<file path="config.mk">
export PLATFORM = sky130hd
export DESIGN_NAME = rs_resample_seq
export DESIGN_NICKNAME = d
export VERILOG_FILES = /design/src/rtl/rs_pkg.sv /design/src/rtl/rs_param_bank.sv /design/src/rtl/rs_walk_ctl.sv /design/src/rtl/rs_addr_path.sv /design/src/rtl/rs_resample_seq.sv
export SDC_FILE = /design/constraint.sdc
export NUM_CORES = 1
export LEC_CHECK = 0
export BUFFER_PORTS_ARGS = -buffer_cell sky130_fd_sc_hd__buf_2
export CORE_AREA = 3 3 176 178
export CTS_CLUSTER_DIAMETER = 120
export CTS_CLUSTER_SIZE = 24
export DETAILED_ROUTE_END_ITERATION = 10
export DIE_AREA = 0 0 179 181
export GPL_TIMING_DRIVEN = 0
export PLACE_DENSITY = 0.84
export SYNTH_ARGS = -nofsm -noshare
export SYNTH_HDL_FRONTEND = slang
export SYNTH_SLANG_ARGS = --single-unit
</file>
<file path="constraint.sdc">
create_clock -name clk -period 3.9 [get_ports clk]
set_input_delay 0.78 -clock clk [delete_from_list [all_inputs] [get_ports clk]]
set_output_delay 0.78 -clock clk [all_outputs]
set_load 0.03 [all_outputs]
</file>
<file path="src/rtl/rs_pkg.sv">
package rs_pkg;
  localparam int unsigned RS_RW   = 12;
  localparam int unsigned RS_AXES = 2;
  localparam logic [1:0]  RS_MODE_HPASS = 2'b01;

  typedef logic [RS_RW-1:0] rs_word_t;

  typedef struct packed {
    rs_word_t [RS_AXES-1:0] start;
    rs_word_t [RS_AXES-1:0] du;
    rs_word_t [RS_AXES-1:0] dv;
    rs_word_t [RS_AXES-1:0] d2u;
    rs_word_t [RS_AXES-1:0] d2v;
    logic [1:0] mode;
    logic [3:0] ksz;
    logic [2:0] fov;
    rs_word_t umin;
    rs_word_t umax;
    rs_word_t vmin;
    rs_word_t vmax;
  } rs_cfg_t;

  // Index of the final tap of a walk for a given size field.
  function automatic logic [3:0] rs_last_tap(input logic [3:0] ksz);
    return ksz;
  endfunction

  // Next output coordinate along u or v.
  function automatic rs_word_t rs_coord_inc(input rs_word_t c);
    return c + rs_word_t'(1);
  endfunction
endpackage

</file>
<file path="src/rtl/rs_param_bank.sv">
module rs_param_bank
  import rs_pkg::*;
(
  input  logic       clk,
  input  logic       rst_n,
  input  logic       wr_en,
  input  logic [3:0] wr_addr,
  input  rs_word_t   wr_data,
  output rs_cfg_t    cfg
);
  logic [2:0] unused_ctrl_hi;
  assign unused_ctrl_hi = wr_data[11:9];

  always_ff @(posedge clk or negedge rst_n) begin
    if (!rst_n) begin
      cfg <= '0;
    end else if (wr_en) begin
      case (wr_addr)
        4'd0:  cfg.start[0] <= wr_data;
        4'd1:  cfg.start[1] <= wr_data;
        4'd2:  cfg.du[0]    <= wr_data;
        4'd3:  cfg.du[1]    <= wr_data;
        4'd4:  cfg.dv[0]    <= wr_data;
        4'd5:  cfg.dv[1]    <= wr_data;
        4'd6:  cfg.d2u[0]   <= wr_data;
        4'd7:  cfg.d2u[1]   <= wr_data;
        4'd8:  cfg.d2v[0]   <= wr_data;
        4'd9:  cfg.d2v[1]   <= wr_data;
        4'd10: begin
          cfg.mode <= wr_data[1:0];
          cfg.ksz  <= wr_data[5:2];
          cfg.fov  <= wr_data[8:6];
        end
        4'd11: cfg.umin <= wr_data;
        4'd12: cfg.umax <= wr_data;
        4'd13: cfg.vmin <= wr_data;
        4'd14: cfg.vmax <= wr_data;
        default: ;
      endcase
    end
  end

  p_ctrl_load_r11: assert property (@(posedge clk) disable iff (!rst_n)
    (wr_en && wr_addr == 4'd10) |=> (cfg.ksz == $past(wr_data[5:2]) && cfg.fov == $past(wr_data[8:6])));
  p_start_load_r11: assert property (@(posedge clk) disable iff (!rst_n)
    (wr_en && wr_addr == 4'd0) |=> (cfg.start[0] == $past(wr_data)));
endmodule

</file>
<file path="src/rtl/rs_walk_ctl.sv">
module rs_walk_ctl
  import rs_pkg::*;
(
  input  logic       clk,
  input  logic       rst_n,
  input  logic       start,
  input  rs_cfg_t    cfg,
  output logic [3:0] tap,
  output rs_word_t   u,
  output rs_word_t   v,
  output logic       busy,
  output logic       first,
  output logic       ev_load,
  output logic       ev_in_walk,
  output logic       ev_walk_end,
  output logic       ev_line_end,
  output logic       ev_frame_end
);
  logic last_tap, last_walk, last_line;

  assign last_tap  = (tap == rs_last_tap(cfg.ksz));
  assign last_walk = (u == cfg.umax);
  assign last_line = (v == cfg.vmax);

  assign ev_load      = start && !busy && (cfg.mode == RS_MODE_HPASS);
  assign ev_in_walk   = busy && !last_tap;
  assign ev_walk_end  = busy && last_tap && !last_walk;
  assign ev_line_end  = busy && last_tap && last_walk && !last_line;
  assign ev_frame_end = busy && last_tap && last_walk && last_line;

  always_ff @(posedge clk or negedge rst_n) begin
    if (!rst_n) begin
      busy  <= 1'b0;
      first <= 1'b0;
      tap   <= '0;
      u     <= '0;
      v     <= '0;
    end else begin
      first <= ev_load;
      if (ev_load) begin
        busy <= 1'b1;
        tap  <= '0;
        u    <= cfg.umin;
        v    <= cfg.vmin;
      end else if (ev_in_walk) begin
        tap <= tap + 4'd1;
      end else if (ev_walk_end) begin
        tap <= '0;
        u   <= rs_coord_inc(u);
      end else if (ev_line_end) begin
        tap <= '0;
        u   <= cfg.umin;
        v   <= rs_coord_inc(v);
      end else if (ev_frame_end) begin
        tap  <= '0;
        busy <= 1'b0;
      end
    end
  end

  p_tap_bound_r3: assert property (@(posedge clk) disable iff (!rst_n)
    busy |-> (tap <= cfg.ksz));
  p_walk_wrap_r3: assert property (@(posedge clk) disable iff (!rst_n)
    (ev_walk_end || ev_line_end) |=> (tap == 4'd0 && busy));
  p_init_once_r7: assert property (@(posedge clk) disable iff (!rst_n)
    first |=> !first);
  p_done_stop_r8: assert property (@(posedge clk) disable iff (!rst_n)
    ev_frame_end |=> !busy);
  p_busy_hold_r9: assert property (@(posedge clk) disable iff (!rst_n)
    (busy && !ev_frame_end) |=> busy);
endmodule

</file>
<file path="src/rtl/rs_addr_path.sv">
module rs_addr_path
  import rs_pkg::*;
#(
  parameter int unsigned AW = 12
) (
  input  logic          clk,
  input  logic          rst_n,
  input  rs_cfg_t       cfg,
  input  logic          ev_load,
  input  logic          ev_in_walk,
  input  logic          ev_walk_end,
  input  logic          ev_line_end,
  output logic [AW-1:0] pos [RS_AXES]
);
  // Sign-extend a register value to the address width.
  function automatic logic [AW-1:0] widen(input rs_word_t w);
    logic signed [AW-1:0] s;
    s = AW'($signed(w));
    return s;
  endfunction

  for (genvar a = 0; a < RS_AXES; a++) begin : g_axis
    logic [AW-1:0] cur, base, inc_u, inc_v, tap_step;

    // Only the X axis moves inside a walk in the horizontal pass.
    assign tap_step = (a == 0) ? AW'(cfg.fov) : '0;
    assign pos[a]   = cur;

    always_ff @(posedge clk or negedge rst_n) begin
      if (!rst_n) begin
        cur   <= '0;
        base  <= '0;
        inc_u <= '0;
        inc_v <= '0;
      end else if (ev_load) begin
        cur   <= widen(cfg.start[a]);
        base  <= widen(cfg.start[a]);
        inc_u <= widen(cfg.du[a]);
        inc_v <= widen(cfg.dv[a]);
      end else if (ev_in_walk) begin
        cur <= cur + tap_step;
      end else if (ev_walk_end) begin
        cur   <= cur + inc_u;
        inc_u <= inc_u + widen(cfg.d2u[a]);
      end else if (ev_line_end) begin
        cur   <= base + inc_v;
        base  <= base + inc_v;
        inc_v <= inc_v + widen(cfg.d2v[a]);
        inc_u <= widen(cfg.du[a]);
      end
    end

    p_load_base_r2: assert property (@(posedge clk) disable iff (!rst_n)
      ev_load |=> (cur == base));
    p_line_base_r6: assert property (@(posedge clk) disable iff (!rst_n)
      ev_line_end |=> (cur == base));
    if (a == 1) begin : g_ychk
      p_y_static_r3: assert property (@(posedge clk) disable iff (!rst_n)
        ev_in_walk |=> (cur == $past(cur)));
    end
  end
endmodule

</file>
<file path="src/rtl/rs_resample_seq.sv">
module rs_resample_seq
  import rs_pkg::*;
#(
  parameter int unsigned AW = 12
) (
  input  logic          clk,
  input  logic          rst_n,
  input  logic          cfg_we,
  input  logic [3:0]    cfg_addr,
  input  logic [11:0]   cfg_wdata,
  input  logic          start,
  output logic          addr_vld,
  output logic [AW-1:0] pix_x,
  output logic [AW-1:0] pix_y,
  output logic [3:0]    coef_addr,
  output logic [11:0]   out_u,
  output logic [11:0]   out_v,
  output logic          init,
  output logic          acc,
  output logic          end_x,
  output logic          end_y,
  output logic          done
);
  rs_cfg_t       cfg;
  logic [3:0]    tap;
  rs_word_t      u, v;
  logic          busy, first;
  logic          ev_load, ev_in_walk, ev_walk_end, ev_line_end, ev_frame_end;
  logic [AW-1:0] pos [RS_AXES];

  rs_param_bank u_bank (
    .clk(clk), .rst_n(rst_n), .wr_en(cfg_we), .wr_addr(cfg_addr),
    .wr_data(cfg_wdata), .cfg(cfg)
  );

  rs_walk_ctl u_ctl (
    .clk(clk), .rst_n(rst_n), .start(start), .cfg(cfg),
    .tap(tap), .u(u), .v(v), .busy(busy), .first(first),
    .ev_load(ev_load), .ev_in_walk(ev_in_walk), .ev_walk_end(ev_walk_end),
    .ev_line_end(ev_line_end), .ev_frame_end(ev_frame_end)
  );

  rs_addr_path #(.AW(AW)) u_addr (
    .clk(clk), .rst_n(rst_n), .cfg(cfg),
    .ev_load(ev_load), .ev_in_walk(ev_in_walk), .ev_walk_end(ev_walk_end),
    .ev_line_end(ev_line_end), .pos(pos)
  );

  assign addr_vld  = busy;
  assign pix_x     = pos[0];
  assign pix_y     = pos[1];
  assign coef_addr = tap;
  assign out_u     = u;
  assign out_v     = v;
  assign init      = first;
  assign acc       = busy && (tap != 4'd0);
  assign end_x     = ev_line_end || ev_frame_end;
  assign end_y     = busy && (v == cfg.vmax);
  assign done      = ev_frame_end;

  p_idle_quiet_r1: assert property (@(posedge clk) disable iff (!rst_n)
    !addr_vld |-> !(init || acc || end_x || end_y || done));
  p_mode_gate_r10: assert property (@(posedge clk) disable iff (!rst_n)
    (start && !addr_vld && cfg.mode != RS_MODE_HPASS) |=> !addr_vld);
  p_init_restart_r7: assert property (@(posedge clk) disable iff (!rst_n)
    init |-> (!acc && coef_addr == 4'd0));
  p_done_has_end_r8: assert property (@(posedge clk) disable iff (!rst_n)
    done |-> (end_x && end_y));
endmodule

</file>
==> flow_metrics.tcl <==
set metrics [dict create \
    outcome "completed" \
    cts_root_buffer "clkbuf_16" \
    wire_per_inst_um 23.4 \
    viasPerCell 6.45 \
    final_area_sq_um 18200 \
    cp.arrival_ns 4.14 \
    grt_pass1_vias 13800 \
    hold_violations 0 \
    netlist_instances 1656 \
    cp.required_ns 4.27 \
    tns_ns 0 \
    clkPwrFrac 0.116 \
    slew_violations 0 \
    dp_hpwl_mm 36.2 \
    rows 63 \
    grtUsageTotal 0.309 \
    syn-cell-area_sq_um 16900 \
    grt_use_met1 0.410 \
    setup_slack_ns 0.123 \
    max_slew_margin 0.195 \
    avgSynthCellArea_sq_um 10.2 \
    fin_nets 1877 \
    irDropWorstVdd_v 0.000752 \
    dp_slack_ns 0.308 \
    worst_path_most_repeated_cell "nor2_1" \
    crit_buf_inv 2 \
    fin_crit_ns 3.78 \
    switching_share 0.457 \
    rsz0062_at_grt "no" \
    syn-num-nets 1780 \
    grt_max_degree 121 \
    placed_area_sq_um 17800 \
    grt_util_met2 0.482 \
    skew_ns 0.0151 \
    end_kind "flip-flop" \
    post-cts-setup-buffers 0 \
    finalCritPeriodShare 0.968 \
    pwr-share-seq 0.336 \
    path_cells "xnor2_1 > nand4_1 > nor3_1 > nor2b_1 > nor2_1 > nor2_1 > buf_2 > clkbuf_1 > o21ai_0" \
    p_sw_mw 7.28 \
    grt_first_pass_wirelength_mm 77.5 \
    synth_enable_flop_cells 0 \
    cts_tree "built" \
    max_slew.worst_pin.slew_ns 1.20 \
    ys.flop_type "dfrtp_1" \
    path_clk_slew_ns 0.10 \
    cts.htree.levels 1 \
    antenna_found_initial 0 \
    io_buffers 77 \
    worstPathMaxFanout 10 \
    p_per_area_nw_per_um2 873 \
    die_y_um 181 \
    crit_path_start_kind "flip-flop" \
    yosysWarnings 0 \
    crit_type "flip-flop to flip-flop" \
    finalWeightedCongestion 0.960 \
    async_flop_share 1.00 \
    clock_sinks 303 \
    drc 0 \
    grt_busiest_layer "met2" \
    overflow 0 \
    die_x_um 179 \
    clk_path_buf_depth 3 \
    synthDistinctLibCells 63 \
    p_int_mw 8.64 \
    cts_repair_resize_count 0 \
    routed_wl_mm 50.3 \
    combPwrFrac 0.548 \
    drt_iter0_drc 1329 \
    ant_nets 0 \
    pin_count 78 \
    fmax_mhz 265 \
    cpPeakStageDelay_ns 0.98 \
    cap_violations 0 \
    met3_usage 0.0738 \
    drtPass1Iterations 5 \
    critical_path.slowest_cell "nor3_1" \
    hold_buffers 0 \
    area_delta_synth_final_pct 8.19 \
    crit_family "simple AND/OR/NAND/NOR gates" \
    synth-seq-cells 303 \
    via_count 13800 \
    die_area_sq_um 32400 \
    insertion_delay_ns 0.52 \
    finalSetupViolations 0 \
    synth-seq-area-share 0.450 \
    total_power_mw 15.9 \
    hp-class "input port to asynchronous set/reset pin" \
    cts_buffers 16 \
    leakagePower_nw 8.10 \
    drive_gt1_frac 0.177 \
    initial_core_util 0.570 \
    core_sq_um 29600 \
]
## final timing paths
check	startpoint	end	slack, ns	cells after the start
setup / recovery	u_ctl.v[4]$_DFFE_PN0P_	u_ctl.u[10]$_DFFE_PN0P_	0.12	9
hold / removal	rst_n	u_ctl.first$_DFF_PN0_	0.27	1
setup reg to reg	u_ctl.v[4]$_DFFE_PN0P_	u_ctl.u[10]$_DFFE_PN0P_	0.12	9
hold reg to reg	u_bank.cfg[14]$_DFFE_PN0P_	u_ctl.v[2]$_DFFE_PN0P_	0.49	2
max in group asynchronous	rst_n	u_bank.cfg[39]$_DFFE_PN0P_	2.11	3
min in group clk	u_bank.cfg[14]$_DFFE_PN0P_	u_ctl.v[2]$_DFFE_PN0P_	0.49	2
## sequential cells by signal, indices dropped and copies added, names as in the netlist
register	flops
u_bank.cfg	177
u_addr.g_axis.base	24
u_addr.g_axis.cur	24
u_addr.g_axis.inc_u	24
u_addr.g_axis.inc_v	24
u_ctl.u	12
u_ctl.v	12
u_ctl.tap	4
u_ctl.busy	1
u_ctl.first	1
## cell families (layout without fill, tap and decap cells)
logic type / Yosys count / count (layout) / synth area share
adder cells (fa/ha/maj): 104 / 104 / 0.0812
XOR/XNOR: 120 / 120 / 0.0632
AND/OR/NAND/NOR: 472 / 472 / 0.126
AO/OA/AOI/OAI: 353 / 353 / 0.127
other: 0 / 2 / 0
flip-flops: 303 / 303 / 0.450
buffers and inverters: 115 / 212 / 0.0274
multiplexers: 189 / 189 / 0.125
## layout by cell type (no fill, tap or decap), types with 5 or more instances in the layout
cell type / synthesis / final
nor4_1: 7 / 7
a22oi_1: 5 / 5
o22ai_1: 6 / 6
nand2_1: 159 / 159
nor2_1: 144 / 144
clkbuf_1: 51 / 51
a21oi_1: 114 / 114
xor2_1: 48 / 48
ha_1: 95 / 95
o21ai_0: 95 / 95
a31oi_1: 36 / 36
o21bai_1: 5 / 5
nand3_1: 32 / 32
xnor2_1: 71 / 71
mux2i_1: 13 / 13
fa_1: 9 / 9
nor3_1: 39 / 39
inv_1: 36 / 36
dfrtp_1: 303 / 303
a2111oi_0: 5 / 5
o21a_1: 5 / 5
nand2b_1: 6 / 6
or3_1: 17 / 17
nor2b_1: 20 / 20
o31ai_1: 6 / 6
and3_1: 15 / 15
a211oi_1: 11 / 11
o21ai_1: 5 / 5
nand4_1: 17 / 17
mux2_2: 175 / 175
a21o_1: 21 / 21
buf_2: 24 / 100
clkbuf_16: 0 / 17
## Yosys cell counts, types with 9 or more instances
library cell / number / area (sq um)
dfrtp_1: 303 / 7580
mux2_2: 175 / 1970
nand2_1: 159 / 597
nor2_1: 144 / 541
a21oi_1: 114 / 571
ha_1: 95 / 1190
o21ai_0: 95 / 475
xnor2_1: 71 / 622
clkbuf_1: 51 / 191
xor2_1: 48 / 420
nor3_1: 39 / 195
a31oi_1: 36 / 225
inv_1: 36 / 135
nand3_1: 32 / 160
buf_2: 24 / 120
a21o_1: 21 / 158
nor2b_1: 20 / 125
nand4_1: 17 / 106
or3_1: 17 / 106
and3_1: 15 / 93.8
mux2i_1: 13 / 130
a211oi_1: 11 / 82.6
fa_1: 9 / 180
## power by group through the flow
stage	Sequential [mW]	Combinational, mW	Clock, mW
detailed placement	5.35	8.54	0
floorplan	5.47	6.06	0
finish	5.35	8.73	1.84
CTS	5.29	8.62	1.85
global route	5.43	9.55	1.96
global placement	5.29	8.15	0
## per-stage QoR
step	instances	hold WS, ns	util
6_report	2145	0.269	0.617
5_1_grt	2143	0.306	0.617
4_1_cts	2143	0.298	0.617
3_5_place_dp	2125	0.461	0.602
3_3_place_gp	2123	0.457	0.600
2_1_floorplan	1656	0.443	-
## layer usage
layer / part of all wire / up-vias
li1: - / 6080
met1: 0.39 / 6845
met2: 0.46 / 748
met3: 0.10 / 170
met4: 0.049 / 0
met5: 0 / -
## layout make-up
cell class                 instances  area [sq um]
fill                            2308         11300
multi-input combinational       1238          8810
sequential                       303          7580
tap                              390           488
timing repair buffer              79           450
clock buffer                      17           425
buffer                            78           323
inverter                          37           139
clock inverter                     1          11.3
antenna                            2          5.00
(Power assumes the default switching activity.)
